**src/rtl/ldiv_pkg.sv**
```systemverilog
package ldiv_pkg;
    typedef enum logic [1:0] {
        MD_DIRECT    = 2'd0,
        MD_SWALLOW   = 2'd1,
        MD_PRESCALED = 2'd2
    } ldiv_mode_e;

    typedef enum logic {
        ST_LOAD  = 1'b0,
        ST_COUNT = 1'b1
    } ldiv_state_e;
endpackage

```
**src/rtl/ldiv_clamp.sv**
```systemverilog
module ldiv_clamp
    import ldiv_pkg::*;
#(
    parameter int CNT_W   = 16,
    parameter int DIR_W   = 12,
    parameter int SW_MIN  = 272,
    parameter int DIR_MIN = 4
) (
    input  logic             band_hi,
    input  logic             swallow_sel,
    input  logic [CNT_W-1:0] div_word,
    output ldiv_mode_e       mode_o,
    output logic [CNT_W-1:0] n_o,
    output logic             clamped_o
);
    localparam logic [CNT_W-1:0] SW_MIN_V  = CNT_W'(SW_MIN);
    localparam logic [CNT_W-1:0] SW_MAX_V  = {CNT_W{1'b1}};
    localparam logic [CNT_W-1:0] DIR_MIN_V = CNT_W'(DIR_MIN);
    localparam logic [CNT_W-1:0] DIR_MAX_V = CNT_W'((1 << DIR_W) - 1);

    logic [CNT_W-1:0] lo, hi;

    always_comb begin
        if (band_hi)          mode_o = MD_PRESCALED;
        else if (swallow_sel) mode_o = MD_SWALLOW;
        else                  mode_o = MD_DIRECT;

        lo = (mode_o == MD_DIRECT) ? DIR_MIN_V : SW_MIN_V;
        hi = (mode_o == MD_DIRECT) ? DIR_MAX_V : SW_MAX_V;

        if (div_word < lo) begin
            n_o       = lo;
            clamped_o = 1'b1;
        end else if (div_word > hi) begin
            n_o       = hi;
            clamped_o = 1'b1;
        end else begin
            n_o       = div_word;
            clamped_o = 1'b0;
        end
    end
endmodule

```
**src/rtl/ldiv_prescale.sv**
```systemverilog
module ldiv_prescale
    import ldiv_pkg::*;
(
    input  logic       clk,
    input  logic       rst,
    input  logic       restart,
    input  ldiv_mode_e mode,
    output logic       tick
);
    logic tog;

    always_ff @(posedge clk) begin
        if (rst || restart) tog <= 1'b0;
        else                tog <= ~tog;
    end

    assign tick = (mode == MD_PRESCALED) ? tog : 1'b1;

    // with the prescaler active, counter steps never come back to back
    a_r1_half_rate: assert property (@(posedge clk) disable iff (rst)
        (mode == MD_PRESCALED && tick && !restart) |=> !tick);
endmodule

```
**src/rtl/ldiv_count.sv**
```systemverilog
module ldiv_count #(
    parameter int CNT_W = 16
) (
    input  logic             clk,
    input  logic             rst,
    input  logic             load,
    input  logic             tick,
    input  logic [CNT_W-1:0] n_in,
    output logic [CNT_W-1:0] cnt,
    output logic             zero
);
    always_ff @(posedge clk) begin
        if (rst)                    cnt <= '0;
        else if (load)              cnt <= n_in - CNT_W'(1);
        else if (tick && cnt != '0) cnt <= cnt - CNT_W'(1);
    end

    assign zero = (cnt == '0);

    // a step with no load moves the count down by exactly one
    a_r7_step_by_one: assert property (@(posedge clk) disable iff (rst)
        (!load && tick && !zero) |=> (cnt == $past(cnt) - CNT_W'(1)));
endmodule

```
**src/rtl/ldiv_top.sv**
```systemverilog
module ldiv_top
    import ldiv_pkg::*;
#(
    parameter int CNT_W   = 16,
    parameter int DIR_W   = 12,
    parameter int SW_MIN  = 272,
    parameter int DIR_MIN = 4
) (
    input  logic             osc_clk,
    input  logic             rst,
    input  logic [CNT_W-1:0] div_word,
    input  logic             band_hi,
    input  logic             swallow_sel,
    output logic             div_pulse,
    output logic             clamp_flag
);
    localparam logic [CNT_W-1:0] DIR_MAX_V = CNT_W'((1 << DIR_W) - 1);

    ldiv_state_e      st, st_nxt;
    ldiv_mode_e       md_cl, act_mode;
    logic [CNT_W-1:0] n_cl, act_n, cnt;
    logic             cl, tick, zero, reload, load;

    ldiv_clamp #(.CNT_W(CNT_W), .DIR_W(DIR_W), .SW_MIN(SW_MIN), .DIR_MIN(DIR_MIN)) u_clamp (
        .band_hi(band_hi), .swallow_sel(swallow_sel), .div_word(div_word),
        .mode_o(md_cl), .n_o(n_cl), .clamped_o(cl)
    );

    ldiv_prescale u_pre (
        .clk(osc_clk), .rst(rst), .restart(load), .mode(act_mode), .tick(tick)
    );

    ldiv_count #(.CNT_W(CNT_W)) u_cnt (
        .clk(osc_clk), .rst(rst), .load(load), .tick(tick),
        .n_in(n_cl), .cnt(cnt), .zero(zero)
    );

    assign reload = (st == ST_COUNT) && tick && zero;
    assign load   = (st == ST_LOAD) || reload;

    always_comb begin
        unique case (st)
            ST_LOAD:  st_nxt = ST_COUNT;
            ST_COUNT: st_nxt = ST_COUNT;
            default:  st_nxt = ST_LOAD;
        endcase
    end

    always_ff @(posedge osc_clk) begin
        if (rst) st <= ST_LOAD;
        else     st <= st_nxt;
    end

    always_ff @(posedge osc_clk) begin
        if (rst) begin
            act_n      <= '0;
            act_mode   <= MD_DIRECT;
            clamp_flag <= 1'b0;
            div_pulse  <= 1'b0;
        end else begin
            div_pulse <= reload;
            if (load) begin
                act_n      <= n_cl;
                act_mode   <= md_cl;
                clamp_flag <= cl;
            end
        end
    end

    // the output pulse lasts a single input cycle
    a_r8_one_cycle: assert property (@(posedge osc_clk) disable iff (rst)
        div_pulse |=> !div_pulse);

    // between terminal counts the captured settings stay unchanged
    a_r7_hold_settings: assert property (@(posedge osc_clk) disable iff (rst)
        (st == ST_COUNT && !reload) |=> ($stable(act_n) && $stable(act_mode) && $stable(clamp_flag)));

    // the divisor in use always lies inside the active mode's range
    a_r4_in_range: assert property (@(posedge osc_clk) disable iff (rst)
        (st == ST_COUNT) |-> ((act_mode == MD_DIRECT)
            ? (act_n >= CNT_W'(DIR_MIN) && act_n <= DIR_MAX_V)
            : (act_n >= CNT_W'(SW_MIN))));

    // the count stays below the divisor in use
    a_r3_count_bound: assert property (@(posedge osc_clk) disable iff (rst)
        (st == ST_COUNT) |-> (cnt < act_n));

    // the outputs are clear in the first cycle after reset
    a_r9_reset_clear: assert property (@(posedge osc_clk) disable iff (rst)
        $past(rst) |-> (!div_pulse && !clamp_flag));
endmodule

```
**config.mk**
```make
export PLATFORM = sky130hd
export DESIGN_NAME = ldiv_top
export DESIGN_NICKNAME = d
export VERILOG_FILES = /design/src/rtl/ldiv_pkg.sv /design/src/rtl/ldiv_clamp.sv /design/src/rtl/ldiv_prescale.sv /design/src/rtl/ldiv_count.sv /design/src/rtl/ldiv_top.sv
export SDC_FILE = /design/constraint.sdc
export NUM_CORES = 1
export LEC_CHECK = 0
export ABC_AREA = 1
export BUFFER_PORTS_ARGS = -buffer_cell sky130_fd_sc_hd__buf_2
export CORE_MARGIN = 2
export CORE_UTILIZATION = 53
export CTS_CLUSTER_DIAMETER = 100
export DETAILED_ROUTE_END_ITERATION = 8
export PLACE_DENSITY_LB_ADDON = 0.2
export SYNTH_ARGS = -nofsm -noshare
export SYNTH_HDL_FRONTEND = slang
export SYNTH_SLANG_ARGS = --single-unit
export TNS_END_PERCENT = 20
```
**constraint.sdc**
```tcl
create_clock -name osc_clk -period 2.3 [get_ports osc_clk]
set_input_delay 0.46 -clock osc_clk [delete_from_list [all_inputs] [get_ports osc_clk]]
set_output_delay 0.46 -clock osc_clk [all_outputs]
set_load 0.02 [all_outputs]
```
Word-level counts from Yosys, hierarchy flattened
Index checks and enable logic that the tools add are counted.
{"block": "op_classes", "addsub": 2, "mul": 0, "n_div": 0, "order_cmp": 2, "n_eq_ne": 1, "shift": 0, "n_mux": 12, "bitwise_logic": 2, "reduce_logical": 9}
{"op": "16-bit two-way mux", "count": 5}
{"op": "16-bit by 1-bit subtractor with 16-bit output, second input constant", "count": 2}
{"op": "16-bit greater-than comparator", "count": 1}
{"op": "16-bit zero test", "count": 1}
{"op": "16-bit less-than comparator", "count": 1}
{"op": "16-bit nonzero test", "count": 1}
{"op": "9-bit two-way mux", "count": 1}
{"op": "1-bit two-way mux", "count": 5}
{"op": "1-bit logical AND", "count": 3}
{"op": "2-bit == test, second input constant", "count": 1}
{"op": "2-bit zero test", "count": 1}
{"op": "1-bit logical OR", "count": 2}
{"op": "2-bit two-way mux", "count": 1}
{"op": "1-bit NOT", "count": 2}
{"op": "2-bit nonzero test", "count": 1}
{"block": "totals", "ff_bits": 22, "latchBits": 0, "mem_bits_rw": 0, "romBits": 0, "n_memories": 0}

Longest topological paths before layout
{"block": "depth", "word_depth": 9, "depth_mapped": 21, "mapped_depth_nobuf": 20}

Modules after synthesis
A second synthesis with hierarchy kept.
{"block": "hier_totals", "hier_cells": 360, "area_unflattened_um2": 2092.0}
{"mod": "ldiv_count", "instances": 1, "cells_each": 265, "area_each_um2": 1500.2, "seq_area_each_um2": 320.3}
{"mod": "ldiv_clamp", "instances": 1, "cells_each": 63, "area_each_um2": 352.8, "seq_area_each_um2": 0.0}
{"mod": "ldiv_top", "instances": 1, "cells_each": 26, "area_each_um2": 193.9, "seq_area_each_um2": 100.1}
{"mod": "ldiv_prescale", "instances": 1, "cells_each": 6, "area_each_um2": 45.0, "seq_area_each_um2": 20.0}

Worst setup path after synthesis
Ideal clock, no wire load.
{"block": "synth_path", "kind": "input-to-reg", "start": "in band_hi", "end": "reg u_cnt.cnt[14]", "setup_ps": 109, "t_arrival_ps": 2322, "t_required_ps": 2191, "setup_slack_ps": -131, "stages": 17, "path_buffers": 0, "cell_sequence": "nor2_4 ha_1 a31oi_1 nand2_1 nand2_4 nand2_1 a21oi_4 ha_1 inv_1 nor2_2 inv_1 nor2_1 nand2_1 nand2_1 nand3_1 nand2_1 inv_1"}
{"block": "synth_between", "elab_chain_cells": 8}
{"item": "start: declaration", "line_no": "ldiv_top.sv:12", "text": "input logic band_hi,"}
{"item": "2-bit two-way mux (*)", "line_no": "ldiv_clamp.sv:24", "text": "if (band_hi) mode_o = MD_PRESCALED;"}
{"item": "2-bit zero test (*)", "line_no": "ldiv_clamp.sv:28, ldiv_clamp.sv:29"}
{"item": "16-bit two-way mux", "line_no": "ldiv_clamp.sv:29", "text": "hi = (mode_o == MD_DIRECT) ? DIR_MAX_V : SW_MAX_V;"}
{"item": "16-bit greater-than comparator", "line_no": "ldiv_clamp.sv:34", "text": "end else if (div_word > hi) begin"}
{"item": "16-bit two-way mux", "line_no": "ldiv_clamp.sv:34"}
{"item": "16-bit two-way mux (*)", "line_no": "ldiv_clamp.sv:31", "text": "if (div_word < lo) begin"}
{"item": "16-bit by 1-bit subtractor with 16-bit output (*)", "line_no": "ldiv_count.sv:14", "text": "else if (load) cnt <= n_in - CNT_W'(1);"}
{"item": "16-bit two-way mux (*)", "line_no": "ldiv_count.sv:14"}
{"item": "end signal: assignment", "line_no": "ldiv_count.sv:14"}
{"item": "end signal: assignment", "line_no": "ldiv_count.sv:15", "text": "else if (tick && cnt != '0) cnt <= cnt - CNT_W'(1);"}
{"item": "end: declaration", "line_no": "ldiv_count.sv:9", "text": "output logic [CNT_W-1:0] cnt,"}
Every way passes the cells marked *; elsewhere a longest branch is shown, timed or not.
A chain may end at the register's enable or synchronous reset.

Final worst setup path
{"block": "layout_path", "start": "in swallow_sel", "end": "reg u_cnt.cnt[14]"}
{"block": "layout_between", "elab_chain_cells": 9}
{"item": "start: declaration", "line_no": "ldiv_top.sv:13", "text": "input logic swallow_sel,"}
{"item": "1-bit two-way mux (*)", "line_no": "ldiv_clamp.sv:25", "text": "else if (swallow_sel) mode_o = MD_SWALLOW;"}
{"item": "2-bit two-way mux (*)", "line_no": "ldiv_clamp.sv:24"}
{"item": "2-bit zero test (*)", "line_no": "ldiv_clamp.sv:28, ldiv_clamp.sv:29"}
{"item": "16-bit two-way mux", "line_no": "ldiv_clamp.sv:29"}
{"item": "16-bit greater-than comparator", "line_no": "ldiv_clamp.sv:34"}
{"item": "16-bit two-way mux", "line_no": "ldiv_clamp.sv:34"}
{"item": "16-bit two-way mux (*)", "line_no": "ldiv_clamp.sv:31"}
{"item": "16-bit by 1-bit subtractor with 16-bit output (*)", "line_no": "ldiv_count.sv:14"}
{"item": "16-bit two-way mux (*)", "line_no": "ldiv_count.sv:14"}
Marks and branches as above.

==> results_dict.tcl <==
set metrics [dict create \
    internal-power_uw 882 \
    dieHeight_um 64.8 \
    area_growth_pct 34.0 \
    worstPathRequired_ns 2.48 \
    p_leak_uw 0.00138 \
    die_w_um 64.8 \
    wirelength_um 5500 \
    cpMaxStageDelayCell "ha_4" \
    status "finished with violations" \
    ys_seq_area_share_pct 22.5 \
    grt_pass1_wl_um 8970 \
    yosysTopAreaCellShare_pct 22.5 \
    end_kind "flop" \
    vdd_drop_max_v 0.000479 \
    yosysWarningCount 0 \
    worst_clock_skew_ns 0.00756 \
    firstDrtPassIters 5 \
    pwr-share-seq_pct 32.2 \
    cts_tree "done" \
    syn_avg_cell_area_um2 5.76 \
    r2r_start "u_cnt.cnt[15]" \
    nets 417 \
    rsz0062_at_grt "yes" \
    crit_start "swallow_sel" \
    ys_seq_elements 22 \
    cp_cell_sequence "buf_8 -> nor2_4 -> ha_4 -> a31oi_4 -> nand2_2 -> nand2_4 -> buf_6 -> nand2_1 -> nand2_1 -> nand2_2 -> buf_4 -> nor2_4 -> nand2_2 -> nor2_2 -> nand2_1 -> nand2_1 -> nand3_2 -> nand2_1 -> inv_1" \
    min_path_type "in2reg" \
    dpl-instance-area_um2 2310 \
    cts_buffers 3 \
    slew_headroom_pct 62.2 \
    crit_fanout 8 \
    drtIter0Drc 179 \
    grt_max_degree 33 \
    routabilityCongestion 0.905 \
    synth_nets 364 \
    die-area_um2 4200 \
    hp-start "rst" \
    timing.final.crit_share_pct 103 \
    synth_edf_count 0 \
    diodes 0 \
    avgRoutedWirePerCell_um 12.5 \
    cts_hold_buf 0 \
    slew_viol_final 0 \
    synth_largest_area_cell "dfxtp_1" \
    drive_above_1_share_pct 33.4 \
    holdPathStages 2 \
    detail-route-antenna-nets 0 \
    power.density_nw_per_um2 529 \
    port_buffers 21 \
    clkSinkCount 22 \
    worst_pin_slew_ns 0.566 \
    multiInputGateArea_um2 1410 \
    setup_slack_ns -0.0593 \
    period_needed_ns 2.36 \
    cap_viol_max_count 0 \
    cpPeakStageDelay_ns 0.24 \
    crit_path_start_kind "input pin" \
    clock_path_buffers 2 \
    clkTransAtPathRegs_ns 0.09 \
    synth.distinct_cells 26 \
    ff2ff_path_depth 16 \
    comb_power_share_pct 40.4 \
    critPathKind "in2reg" \
    p_clk_share_pct 27.4 \
    grt_remaining_overflow 0 \
    finalHoldViolCount 0 \
    setup_viol 6 \
    whs_ns 0.350 \
    vias_per_cell 5.08 \
    drc 0 \
    synthCells 340 \
    ys_top_cells_by_area "dfxtp_1, nand2_1, inv_1, nor2_1, nand3_1" \
    cpMostUsedCell "nand2_1" \
    num-fill-cells 310 \
    cts_root_buf "clkbuf_8" \
    register_area_um2 440 \
    place_hpwl_um 3830 \
    synth_common_cells "nand2_1, inv_1, nor2_1" \
    ys.flop_type "dfxtp_1" \
    num_vias 2233 \
    first_global_vias 2053 \
    p_sw_uw 506 \
    h-tree-depth 1 \
    netlist_area_um2 1960 \
    initial_core_util_pct 54.3 \
    rows 22 \
    grt.total_usage_pct 27.0 \
    synth_most_common_cell "nand2_1" \
    antenna_found_initial 0 \
    dp_slack_ns -0.430 \
    arrival_ns 2.53 \
    max_freq_mhz 424 \
    synthArstFlopShare_pct 0 \
    core_area_um2 3610 \
    clock_latency_ns 0.27 \
    p_sw_share_pct 36.5 \
    violations "setup timing" \
    io_pins 22 \
    final_area_um2 2630 \
]
-- routing by layer --
metal  share of wire [%]  global-route usage (%)
met4                 1.3                    4.52
met1                  44                    35.5
met3                 5.7                    4.51
met2                  49                    47.0
met5                   0                       0
-- state kept, by name (all words and copies together), names as in the netlist --
name,flops
clamp_flag,1
u_pre.tog,1
st,1
u_cnt.cnt,16
act_mode,2
div_pulse,1
-- metrics by stage --
step,TNS (ns),instances,power [µW],util (%)
final,-0.187,440,1390,72.8
after global routing,-1.81,440,1470,72.8
after CTS,0,438,1330,69.2
after detailed placement,-4.53,430,919,64.1
after global placement,-3.73,430,911,64.1
after floorplan,-0.148,340,761,-
-- cell families after synthesis --
| group | Yosys count | synth area share [%] |
|---|---|---|
| AO/OA/AOI/OAI | 40 | 12.1 |
| XOR/XNOR | 1 | 0.447 |
| adder cells (fa/ha/maj) | 4 | 2.55 |
| buffers and inverters | 64 | 14.1 |
| flip-flops | 22 | 22.5 |
| AND/OR/NAND/NOR | 209 | 48.3 |
-- cell usage in the layout (no fill, tap or decap) --
cell type	Yosys	layout
xor2_1	1	1
nand2_1	110	93
inv_4	2	2
inv_1	54	50
nor2_1	42	31
buf_6	4	2
a31oi_4	0	1
ha_1	4	1
nand4_1	1	1
o21bai_1	3	3
nor2_2	9	14
bufinv_16	0	1
a31oi_1	5	4
dfxtp_1	22	22
o21ai_0	24	24
clkbuf_8	0	3
or2_1	2	2
nand2_4	4	9
inv_2	0	3
buf_8	0	2
ha_2	0	2
o21ai_1	2	2
buf_2	1	19
nand3b_1	1	1
nand3_2	1	3
buf_4	0	31
nand3_1	24	22
ha_4	0	1
nand2_2	10	22
inv_8	0	1
buf_12	0	2
a21oi_1	4	4
a21oi_4	2	2
nor2_4	5	11
-- area by class of cell --
type	count	area share, %
clock buffer	3	1.57
clock inverter	1	1.14
inverter	56	8.48
multi-input combinational	254	53.7
sequential	22	16.8
tap	48	2.29
timing repair buffer	56	16.0
-- critical path: cells and delay by family --
| family | cells | cell delay, ns |
|---|---|---|
| buffers and inverters | 4 | 0.43 |
| adders and majority gates | 1 | 0.24 |
| and+or+nand+nor | 13 | 1.23 |
| AOI/OAI and AO/OA | 1 | 0.16 |
-- what timing repair did --
| action | 4_1_cts | 5_1_grt |
|---|---|---|
| resized for setup | 23 | 33 |
| buffers inserted | 5 | 2 |
| pin swaps | 16 | 26 |
| setup endpoints to repair | 9 | 14 |
| hold endpoints to repair | 0 | 0 |
-- final timing paths --
kind	to	slack, ns
setup / recovery	u_cnt.cnt[14]	-0.06
hold / removal	div_pulse	0.35
setup reg to reg	u_cnt.cnt[14]	0.04
hold reg to reg	u_pre.tog	0.41
-- power groups by stage --
stage | clock network [µW] | logic (µW) | registers, µW
2_1_floorplan | 0 | 313 | 448
3_3_place_gp | 0 | 457 | 454
3_5_place_dp | 0 | 465 | 454
4_1_cts | 382 | 502 | 446
5_1_grt | 401 | 621 | 451
6_report | 380 | 561 | 447
Power figures use the tool's default switching activity.
